--- src/rtl/mac_ring_pkg.sv ---
// Package: shared types and helpers for the ring-accumulating multiply cell.
// Assumes: nothing beyond IEEE 1800-2017 semantics.
package mac_ring_pkg;

    // Drain controller phases.
    typedef enum logic [1:0] {
        DR_IDLE  = 2'd0,   // accepting operands
        DR_WAIT  = 2'd1,   // drain requested, pipeline still busy
        DR_SHIFT = 2'd2    // presenting ring registers
    } drain_state_e;

    // Width of an index into a ring of n registers (at least one bit).
    function automatic int ring_idx_w(input int n);
        return (n > 1) ? $clog2(n) : 1;
    endfunction

endpackage

--- src/rtl/mac_operand_stage.sv ---
// Module: mac_operand_stage
// Registers an accepted operand pair, then registers its full-width signed
// product one cycle later. The two valid bits together form the pipeline
// occupancy flag used by the drain controller.
// Assumes: accept_en low stops new pairs; clr flushes both stages.
module mac_operand_stage #(
    parameter int OP_W   = 16,
    parameter int PROD_W = 2 * OP_W
) (
    input  logic                     clk,
    input  logic                     rst_n,
    input  logic                     clr,
    input  logic                     accept_en,
    input  logic                     in_valid,
    input  logic signed [OP_W-1:0]   a_in,
    input  logic signed [OP_W-1:0]   b_in,
    output logic                     prod_valid,
    output logic signed [PROD_W-1:0] prod,
    output logic                     pipe_busy
);

    logic                   cap_v_q;
    logic signed [OP_W-1:0] a_q;
    logic signed [OP_W-1:0] b_q;
    logic                   take;

    assign take = in_valid && accept_en;

    // Capture stage: hold the operand pair of an accepted cycle.
    always_ff @(posedge clk) begin
        if (!rst_n || clr) begin
            cap_v_q <= 1'b0;
            a_q     <= '0;
            b_q     <= '0;
        end else begin
            cap_v_q <= take;
            if (take) begin
                a_q <= a_in;
                b_q <= b_in;
            end
        end
    end

    // Product stage: exact signed product of the captured pair.
    always_ff @(posedge clk) begin
        if (!rst_n || clr) begin
            prod_valid <= 1'b0;
            prod       <= '0;
        end else begin
            prod_valid <= cap_v_q;
            if (cap_v_q) begin
                prod <= PROD_W'(a_q * b_q);
            end
        end
    end

    // Occupancy: either stage still holds an unfinished item.
    assign pipe_busy = cap_v_q || prod_valid;

    // with acceptance closed, no pair enters the capture stage.
    assert_gate_closed_R7: assert property (@(posedge clk) disable iff (!rst_n)
        (!accept_en && !clr) |=> !cap_v_q);

    // a clear leaves the pipeline empty.
    assert_flush_R5: assert property (@(posedge clk) disable iff (!rst_n)
        clr |=> !pipe_busy);

endmodule

--- src/rtl/mac_acc_ring.sv ---
// Module: mac_acc_ring
// A ring of RING_LEN signed accumulators. Each valid product is added into
// the register the slot pointer selects, and the pointer then advances
// modulo RING_LEN. A read port picks any register for the drain.
// Assumes: products are sign-extended here, and the caller keeps the
// accumulation count within the guard-bit budget.
module mac_acc_ring #(
    parameter int RING_LEN = 4,
    parameter int PROD_W   = 32,
    parameter int ACC_W    = 56,
    parameter int IDX_W    = 2
) (
    input  logic                     clk,
    input  logic                     rst_n,
    input  logic                     clr,
    input  logic                     add_en,
    input  logic signed [PROD_W-1:0] prod,
    input  logic [IDX_W-1:0]         rd_idx,
    output logic signed [ACC_W-1:0]  rd_data
);

    localparam int EXT_W = ACC_W - PROD_W;
    localparam logic [IDX_W-1:0] LAST_SLOT = IDX_W'(RING_LEN - 1);

    logic [RING_LEN-1:0][ACC_W-1:0] acc_q;
    logic [IDX_W-1:0]               ptr_q;
    logic signed [ACC_W-1:0]        prod_ext;
    logic signed [ACC_W-1:0]        sel_acc;
    logic [ACC_W:0]                 sum_chk;

    assign prod_ext = {{EXT_W{prod[PROD_W-1]}}, prod};

    // Slot pointer: advances once per accepted product, wraps at the ring end.
    always_ff @(posedge clk) begin
        if (!rst_n || clr) begin
            ptr_q <= '0;
        end else if (add_en) begin
            ptr_q <= (ptr_q == LAST_SLOT) ? '0 : ptr_q + 1'b1;
        end
    end

    // One accumulator per ring position, each updated only when selected.
    for (genvar g = 0; g < RING_LEN; g++) begin : g_slot
        always_ff @(posedge clk) begin
            if (!rst_n || clr) begin
                acc_q[g] <= '0;
            end else if (add_en && (ptr_q == IDX_W'(g))) begin
                acc_q[g] <= ACC_W'($signed(acc_q[g]) + prod_ext);
            end
        end
    end

    // Drain read port: combinational select of one register.
    always_comb begin
        rd_data = '0;
        for (int i = 0; i < RING_LEN; i++) begin
            if (rd_idx == IDX_W'(i)) begin
                rd_data = $signed(acc_q[i]);
            end
        end
    end

    // Overflow monitor input: one-bit-wider sum of the selected slot.
    always_comb begin
        sel_acc = '0;
        for (int i = 0; i < RING_LEN; i++) begin
            if (ptr_q == IDX_W'(i)) begin
                sel_acc = $signed(acc_q[i]);
            end
        end
        sum_chk = {sel_acc[ACC_W-1], sel_acc} + {prod_ext[ACC_W-1], prod_ext};
    end

    // the guard bits absorb every sum within the accumulation budget.
    assert_no_overflow_R9: assert property (@(posedge clk) disable iff (!rst_n)
        add_en |-> (sum_chk[ACC_W] == sum_chk[ACC_W-1]));

    // without a product the ring holds its values.
    assert_hold_R4: assert property (@(posedge clk) disable iff (!rst_n)
        (!add_en && !clr) |=> $stable(acc_q));

    // a clear zeroes the ring and the slot pointer.
    assert_clear_R5: assert property (@(posedge clk) disable iff (!rst_n)
        clr |=> ((acc_q == '0) && (ptr_q == '0)));

    // each product moves the pointer to the next slot, wrapping at the end.
    assert_round_robin_R3: assert property (@(posedge clk) disable iff (!rst_n)
        (add_en && !clr) |=> (ptr_q == (($past(ptr_q) == LAST_SLOT) ? '0 : $past(ptr_q) + 1'b1)));

endmodule

--- src/rtl/mac_drain_ctrl.sv ---
// Module: mac_drain_ctrl
// Sequences a drain. A request taken while idle closes operand acceptance,
// waits for the product pipeline to empty, then steps a read index over
// every ring register, one per cycle, flagging the last one.
// Assumes: clr is not raised during a drain (if it is, the drain is abandoned).
module mac_drain_ctrl
    import mac_ring_pkg::*;
#(
    parameter int RING_LEN = 4,
    parameter int IDX_W    = 2
) (
    input  logic             clk,
    input  logic             rst_n,
    input  logic             clr,
    input  logic             drain_start,
    input  logic             pipe_busy,
    output logic             accept_en,
    output logic [IDX_W-1:0] rd_idx,
    output logic             res_valid,
    output logic             res_last
);

    localparam logic [IDX_W-1:0] LAST_SLOT = IDX_W'(RING_LEN - 1);

    drain_state_e     state_q;
    logic [IDX_W-1:0] idx_q;

    // Phase and read-index sequencing.
    always_ff @(posedge clk) begin
        if (!rst_n || clr) begin
            state_q <= DR_IDLE;
            idx_q   <= '0;
        end else begin
            case (state_q)
                DR_IDLE: begin
                    if (drain_start) begin
                        state_q <= DR_WAIT;
                    end
                end
                DR_WAIT: begin
                    if (!pipe_busy) begin
                        state_q <= DR_SHIFT;
                        idx_q   <= '0;
                    end
                end
                DR_SHIFT: begin
                    if (idx_q == LAST_SLOT) begin
                        state_q <= DR_IDLE;
                        idx_q   <= '0;
                    end else begin
                        idx_q <= idx_q + 1'b1;
                    end
                end
                default: begin
                    state_q <= DR_IDLE;
                end
            endcase
        end
    end

    // Output decode from the registered phase.
    assign accept_en = (state_q == DR_IDLE);
    assign rd_idx    = idx_q;
    assign res_valid = (state_q == DR_SHIFT);
    assign res_last  = (state_q == DR_SHIFT) && (idx_q == LAST_SLOT);

    // the last flag only marks a valid word.
    assert_last_in_burst_R6: assert property (@(posedge clk) disable iff (!rst_n)
        res_last |-> res_valid);

    // the burst ends right after the last word.
    assert_burst_end_R6: assert property (@(posedge clk) disable iff (!rst_n)
        (res_last && !clr) |=> !res_valid);

    // consecutive valid words step the index by one.
    assert_index_step_R6: assert property (@(posedge clk) disable iff (!rst_n)
        (res_valid && !res_last && !clr) |=> (res_valid && (rd_idx == $past(rd_idx) + 1'b1)));

endmodule

--- src/rtl/mac_ring_cell.sv ---
// Module: mac_ring_cell (top)
// Multiply-accumulate cell with a ring of accumulators. Operands pass
// through a capture and a product stage, products are spread round-robin
// over RING_LEN accumulators, and a drain reads the ring out one register
// per cycle. The consumer adds the drained words to form the result.
// Assumes: at most 2^GUARD_W full-scale products per pass; clr only while idle.
module mac_ring_cell #(
    parameter int OP_W     = 16,
    parameter int RING_LEN = 4,
    parameter int GUARD_W  = 24
) (
    input  logic                                 clk,
    input  logic                                 rst_n,
    input  logic                                 clr,
    input  logic                                 in_valid,
    input  logic signed [OP_W-1:0]               a_in,
    input  logic signed [OP_W-1:0]               b_in,
    input  logic                                 drain_start,
    output logic                                 res_valid,
    output logic                                 res_last,
    output logic signed [2*OP_W+GUARD_W-1:0]     res_data
);

    localparam int PROD_W = 2 * OP_W;
    localparam int ACC_W  = PROD_W + GUARD_W;
    localparam int IDX_W  = mac_ring_pkg::ring_idx_w(RING_LEN);

    logic                     accept_en;
    logic                     prod_valid;
    logic signed [PROD_W-1:0] prod;
    logic                     pipe_busy;
    logic [IDX_W-1:0]         rd_idx;

    mac_operand_stage #(
        .OP_W   (OP_W),
        .PROD_W (PROD_W)
    ) u_ops (
        .clk        (clk),
        .rst_n      (rst_n),
        .clr        (clr),
        .accept_en  (accept_en),
        .in_valid   (in_valid),
        .a_in       (a_in),
        .b_in       (b_in),
        .prod_valid (prod_valid),
        .prod       (prod),
        .pipe_busy  (pipe_busy)
    );

    mac_acc_ring #(
        .RING_LEN (RING_LEN),
        .PROD_W   (PROD_W),
        .ACC_W    (ACC_W),
        .IDX_W    (IDX_W)
    ) u_ring (
        .clk     (clk),
        .rst_n   (rst_n),
        .clr     (clr),
        .add_en  (prod_valid),
        .prod    (prod),
        .rd_idx  (rd_idx),
        .rd_data (res_data)
    );

    mac_drain_ctrl #(
        .RING_LEN (RING_LEN),
        .IDX_W    (IDX_W)
    ) u_drain (
        .clk         (clk),
        .rst_n       (rst_n),
        .clr         (clr),
        .drain_start (drain_start),
        .pipe_busy   (pipe_busy),
        .accept_en   (accept_en),
        .rd_idx      (rd_idx),
        .res_valid   (res_valid),
        .res_last    (res_last)
    );

    // words are presented only once the product pipeline is empty.
    assert_drain_after_flush_R6: assert property (@(posedge clk) disable iff (!rst_n)
        res_valid |-> !pipe_busy);

    // the first cycle out of reset shows no result word.
    assert_reset_quiet_R1: assert property (@(posedge clk) disable iff (!rst_n)
        !$past(rst_n) |-> (!res_valid && !res_last));

endmodule

--- config.mk ---
export PLATFORM = sky130hd
export DESIGN_NAME = mac_ring_cell
export DESIGN_NICKNAME = d
export VERILOG_FILES = /design/src/rtl/mac_ring_pkg.sv /design/src/rtl/mac_operand_stage.sv /design/src/rtl/mac_acc_ring.sv /design/src/rtl/mac_drain_ctrl.sv /design/src/rtl/mac_ring_cell.sv
export SDC_FILE = /design/constraint.sdc
export NUM_CORES = 2
export LEC_CHECK = 0
export BUFFER_PORTS_ARGS = -buffer_cell sky130_fd_sc_hd__buf_2
export CAP_MARGIN = 25
export CORE_MARGIN = 3
export CORE_UTILIZATION = 55
export CTS_BUF_LIST = sky130_fd_sc_hd__clkbuf_2
export DETAILED_ROUTE_END_ITERATION = 10
export PLACE_DENSITY = 0.74
export SETUP_SLACK_MARGIN = 0.02
export SYNTH_ARGS = -nofsm -noshare
export SYNTH_HDL_FRONTEND = slang
export SYNTH_SLANG_ARGS = --single-unit
--- constraint.sdc ---
create_clock -name clk -period 5.5 [get_ports clk]
set_clock_uncertainty 0.1 [all_clocks]
set_input_delay 1.1 -clock clk [delete_from_list [all_inputs] [get_ports clk]]
set_output_delay 1.1 -clock clk [all_outputs]
set_load 0.1 [all_outputs]
==> impl_results.md <==
- Post-route ant nets: 0
- Maximum clock rate: about 170 MHz
- Area delta synth->final: 11.9%
- Rel. slew slack: 0.350
- First drt pass iteration count: 7
- Via count: 32721
- Placed cell area: approximately 36000 µm²
- GPL Wtd Cong: 0.957
- Worst skew pair latency: between 1000 and 1500 ps
- Synth Net Count: 5090
- WP buf/inv: 3
- Sequential power share: 0.497
- Mapped Area: 34000 µm²
- Switch share: 0.315
- Vias per cell: 5.94
- WP data required: roughly 6300 ps
- CP Launch Type: flip-flop
- PD cells: about 120 nW/µm²
- Crit path time final: 5990 ps
- Setup ws final: -486 ps
- All-Layer GR Usage: 0.300
- Gr ovfl total: 0
- Design area: 38100 µm²
- Crit path DAT: just under 7000 ps
- Cts bufs inserted: 87
- Final net count: 5273
- Slowest CP cell: fa_1
- Largest net degree at the start of global routing: between 100 and 150
- Failing checks: negative setup slack
- Yosys cell types: 91
- First-pass GRT wire length: 158000 µm
- Post-synthesis sequential area ratio: 0.174
- Clock Pin Slew Worst Setup and Hold Paths: about 130 ps
- HP Class: input pin to flip-flop
- Commonest non-fill, non-tap cell in the layout: nand2_1
- Leak pwr: approximately 18 nW
- Longest Clk Path Bufs: 3
- Share of cells above drive strength 1: 0.133
- Clock Tree Root: clkbuf_2
- Pre-CTS setup slack: -567 ps
- Synth async-reset ratio: 0
- Worst-margin pin slew: between 900 and 1000 ps
- Unrepaired setup endpoints after global routing: yes
- YS warnings: 0
- CP peak stage delay: approximately 500 ps
- Die ar.: between 60000 and 70000 µm²
- Int Power: 0.00300 W
- Core area: 60800 µm²
- #FFs+latches synth: about 300
- Total power: about 0.0044 W
- Drt total wl: approximately 100000 µm
- Sink Count: 296
- # DRC: 0
- Initial antenna violation count: 3
- Max-cap violation count: 0
- Die height: roughly 250 µm
- Vias in the first global route: between 30000 and 40000
- Mapped Cells: 4477
- Crit path capture type: flip-flop
- Maximum vdd ir drop: around 0.14 mV
- Worst Path Max Fanout: 6
- Syn Area/Cell: 7.60 µm²
- Total net switching power: ~0.0014 W
- Commonest non-fill, non-tap cells in the layout: nand2_1 (719), a21oi_1 (520), inv_1 (351)
- I/O Buffers: 94
- EDFF count, synth: 0
- Final number of max-transition violations: 0
- Most used cell, CP: fa_1
- Hold Fails Final Rpt: 0
- Hold Slack: approximately 100 ps
- Dpl cells: ~5300
- Period Utilization, post-route: 1.09
- Htree depth: 3
- FILL cells: roughly 5400
- Main flop type after synthesis: dfxtp_1
- Final setup violation count: 16
- Setup Crit Path Kind: flip-flop to flip-flop
- Clock Power Share: 0.409
- Initial Util: 0.560
- Detailed Place HPWL: between 70000 and 80000 µm
- Outcome: finished, violations left
- Chip Width: 255 µm
- Comb pwr share: 0.094
- Family with the most delay on the worst path: adder cells
- CTS tree: done
- Drt wl/cell: 17.8 µm
- # IOs: 95
- Starting DRT DRC Count: 2489
- Row count: 90
- Non-filler cells, final: ~5500
- Worst path cell trace: buf_4 -> and2_1 -> fa_1 -> inv_1 -> fa_1 -> fa_1 -> fa_1 -> inv_2 -> fa_1 -> fa_1 -> ha_4 -> nand2_4 -> o31ai_4 -> a31oi_4 -> o31ai_4 -> a31oi_4 -> a21o_1 -> o21ai_2 -> mux2i_1 -> o22ai_1
registers in the layout, indices dropped and copies added (netlist names):
register and flops:
u_ring.acc_q 224, u_ring.ptr_q 2, u_drain.rd_idx 2, u_ops.prod 32, u_ops.prod_valid 1, u_ops.a_q 16, u_drain.state_q 2, u_ops.b_q 16
u_ops.cap_v_q 1
final timing paths:
| kind | from | depth (start not counted) | slack (ps) | to |
|---|---|---|---|---|
| max reg2reg | u_ops.b_q[5]$_SDFFE_PP0P_ | 20 | -490 | u_ops.prod[30]$_SDFFE_PP0P_ |
| max | u_ops.b_q[5]$_SDFFE_PP0P_ | 20 | -490 | u_ops.prod[30]$_SDFFE_PP0P_ |
| min reg2reg | u_ring.acc_q[133]$_SDFFE_PP0P_ | 2 | 380 | u_ring.acc_q[133]$_SDFFE_PP0P_ |
| min | b_in[13] | 3 | 100 | u_ops.b_q[13]$_SDFFE_PP0P_ |
synthesized netlist by cell type, types with 25 or more instances:
master    instances  area [µm²]
nand4_1          33         206
o21a_1           38         285
mux2i_1          30         300
o21bai_1         29         218
nand3_1          78         390
a21o_1          153        1150
o21ai_0         185         926
a21oi_1         536        2680
clkbuf_1        193         724
ha_1            310        3880
nand2b_1         37         231
nor2b_1          42         263
or3_1            27         169
o21ai_1          30         150
xnor2_1         110         963
nor2_1          326        1220
and2_1          138         863
inv_1           368        1380
o211ai_1         25         188
a31oi_1          36         225
dfxtp_1         296        5930
and3_1           29         181
nor3_1           46         230
fa_1            266        5330
xor2_1           81         709
a211oi_1         42         315
nand2_1         732        2750
layer usage:
layer | share of wire | routed length [µm] | track usage | vias to the layer above
met1 | 0.43 | 42100 | 0.401 | 15573
met3 | 0.077 | 7560 | 0.0576 | 246
met5 | 0 | 0 | 0 | -
li1 | - | - | - | 15709
met4 | 0.039 | 3830 | 0.118 | 0
met2 | 0.46 | 44800 | 0.479 | 1193
metrics by stage:
| step | setup TNS, ps | util |
|---|---|---|
| 2_1_floorplan | -376 | - |
| 3_3_place_gp | -3660 | 0.595 |
| 3_5_place_dp | -5610 | 0.595 |
| 4_1_cts | -4020 | 0.618 |
| 5_1_grt | -9190 | 0.626 |
| 6_report | -5440 | 0.626 |
cell type report:
| cell class | count | area, µm² | area share |
|---|---|---|---|
| Antenna cell | 4 | 10.0 | 0.000263 |
| Clock buffer | 119 | 596 | 0.0156 |
| Clock inverter | 35 | 196 | 0.00516 |
| Inverter | 369 | 1390 | 0.0364 |
| Multi-Input combinational cell | 3594 | 26500 | 0.696 |
| Sequential cell | 296 | 6010 | 0.158 |
| Tap cell | 782 | 978 | 0.0257 |
| Timing Repair Buffer | 312 | 2400 | 0.0630 |
power by group through the flow:
| stage | clock network (W) | registers (W) | logic, W |
|---|---|---|---|
| 2_1_floorplan | 0 | 0.00221 | 0.000251 |
| 3_3_place_gp | 0 | 0.00223 | 0.000359 |
| 3_5_place_dp | 0 | 0.00223 | 0.000365 |
| 4_1_cts | 0.00182 | 0.00218 | 0.000394 |
| 5_1_grt | 0.00192 | 0.00218 | 0.000454 |
| 6_report | 0.00179 | 0.00218 | 0.000410 |
kinds of logic (layout without fill, tap and decap cells):
group                    after synthesis  count (layout)  share of synthesized area
adder cells (fa/ha/maj)              576             576                      0.271
multiplexers                          31              31                    0.00916
flip-flops                           296             296                      0.174
AND/OR/NAND/NOR                     1572            1572                      0.210
buffers and inverters                587             835                     0.0667
XOR/XNOR                             191             191                     0.0492
AO/OA/AOI/OAI                       1224            1224                      0.220
other                                  0               4                          0
worst min-delay path, cell delays in order:
cell	delay, ps
buf_2	90
nand2_1	50
a21oi_1	50
what timing repair did:
item | in CTS | in global routing
setup buffers | 26 | 21
setup endpoints to repair | 19 | 31
gates resized for setup | 73 | 88
hold buffers | 9 | 0
pin swaps | 40 | 67
hold endpoints to repair | 9 | 0
Note: power is estimated with default switching activity, not from simulation.
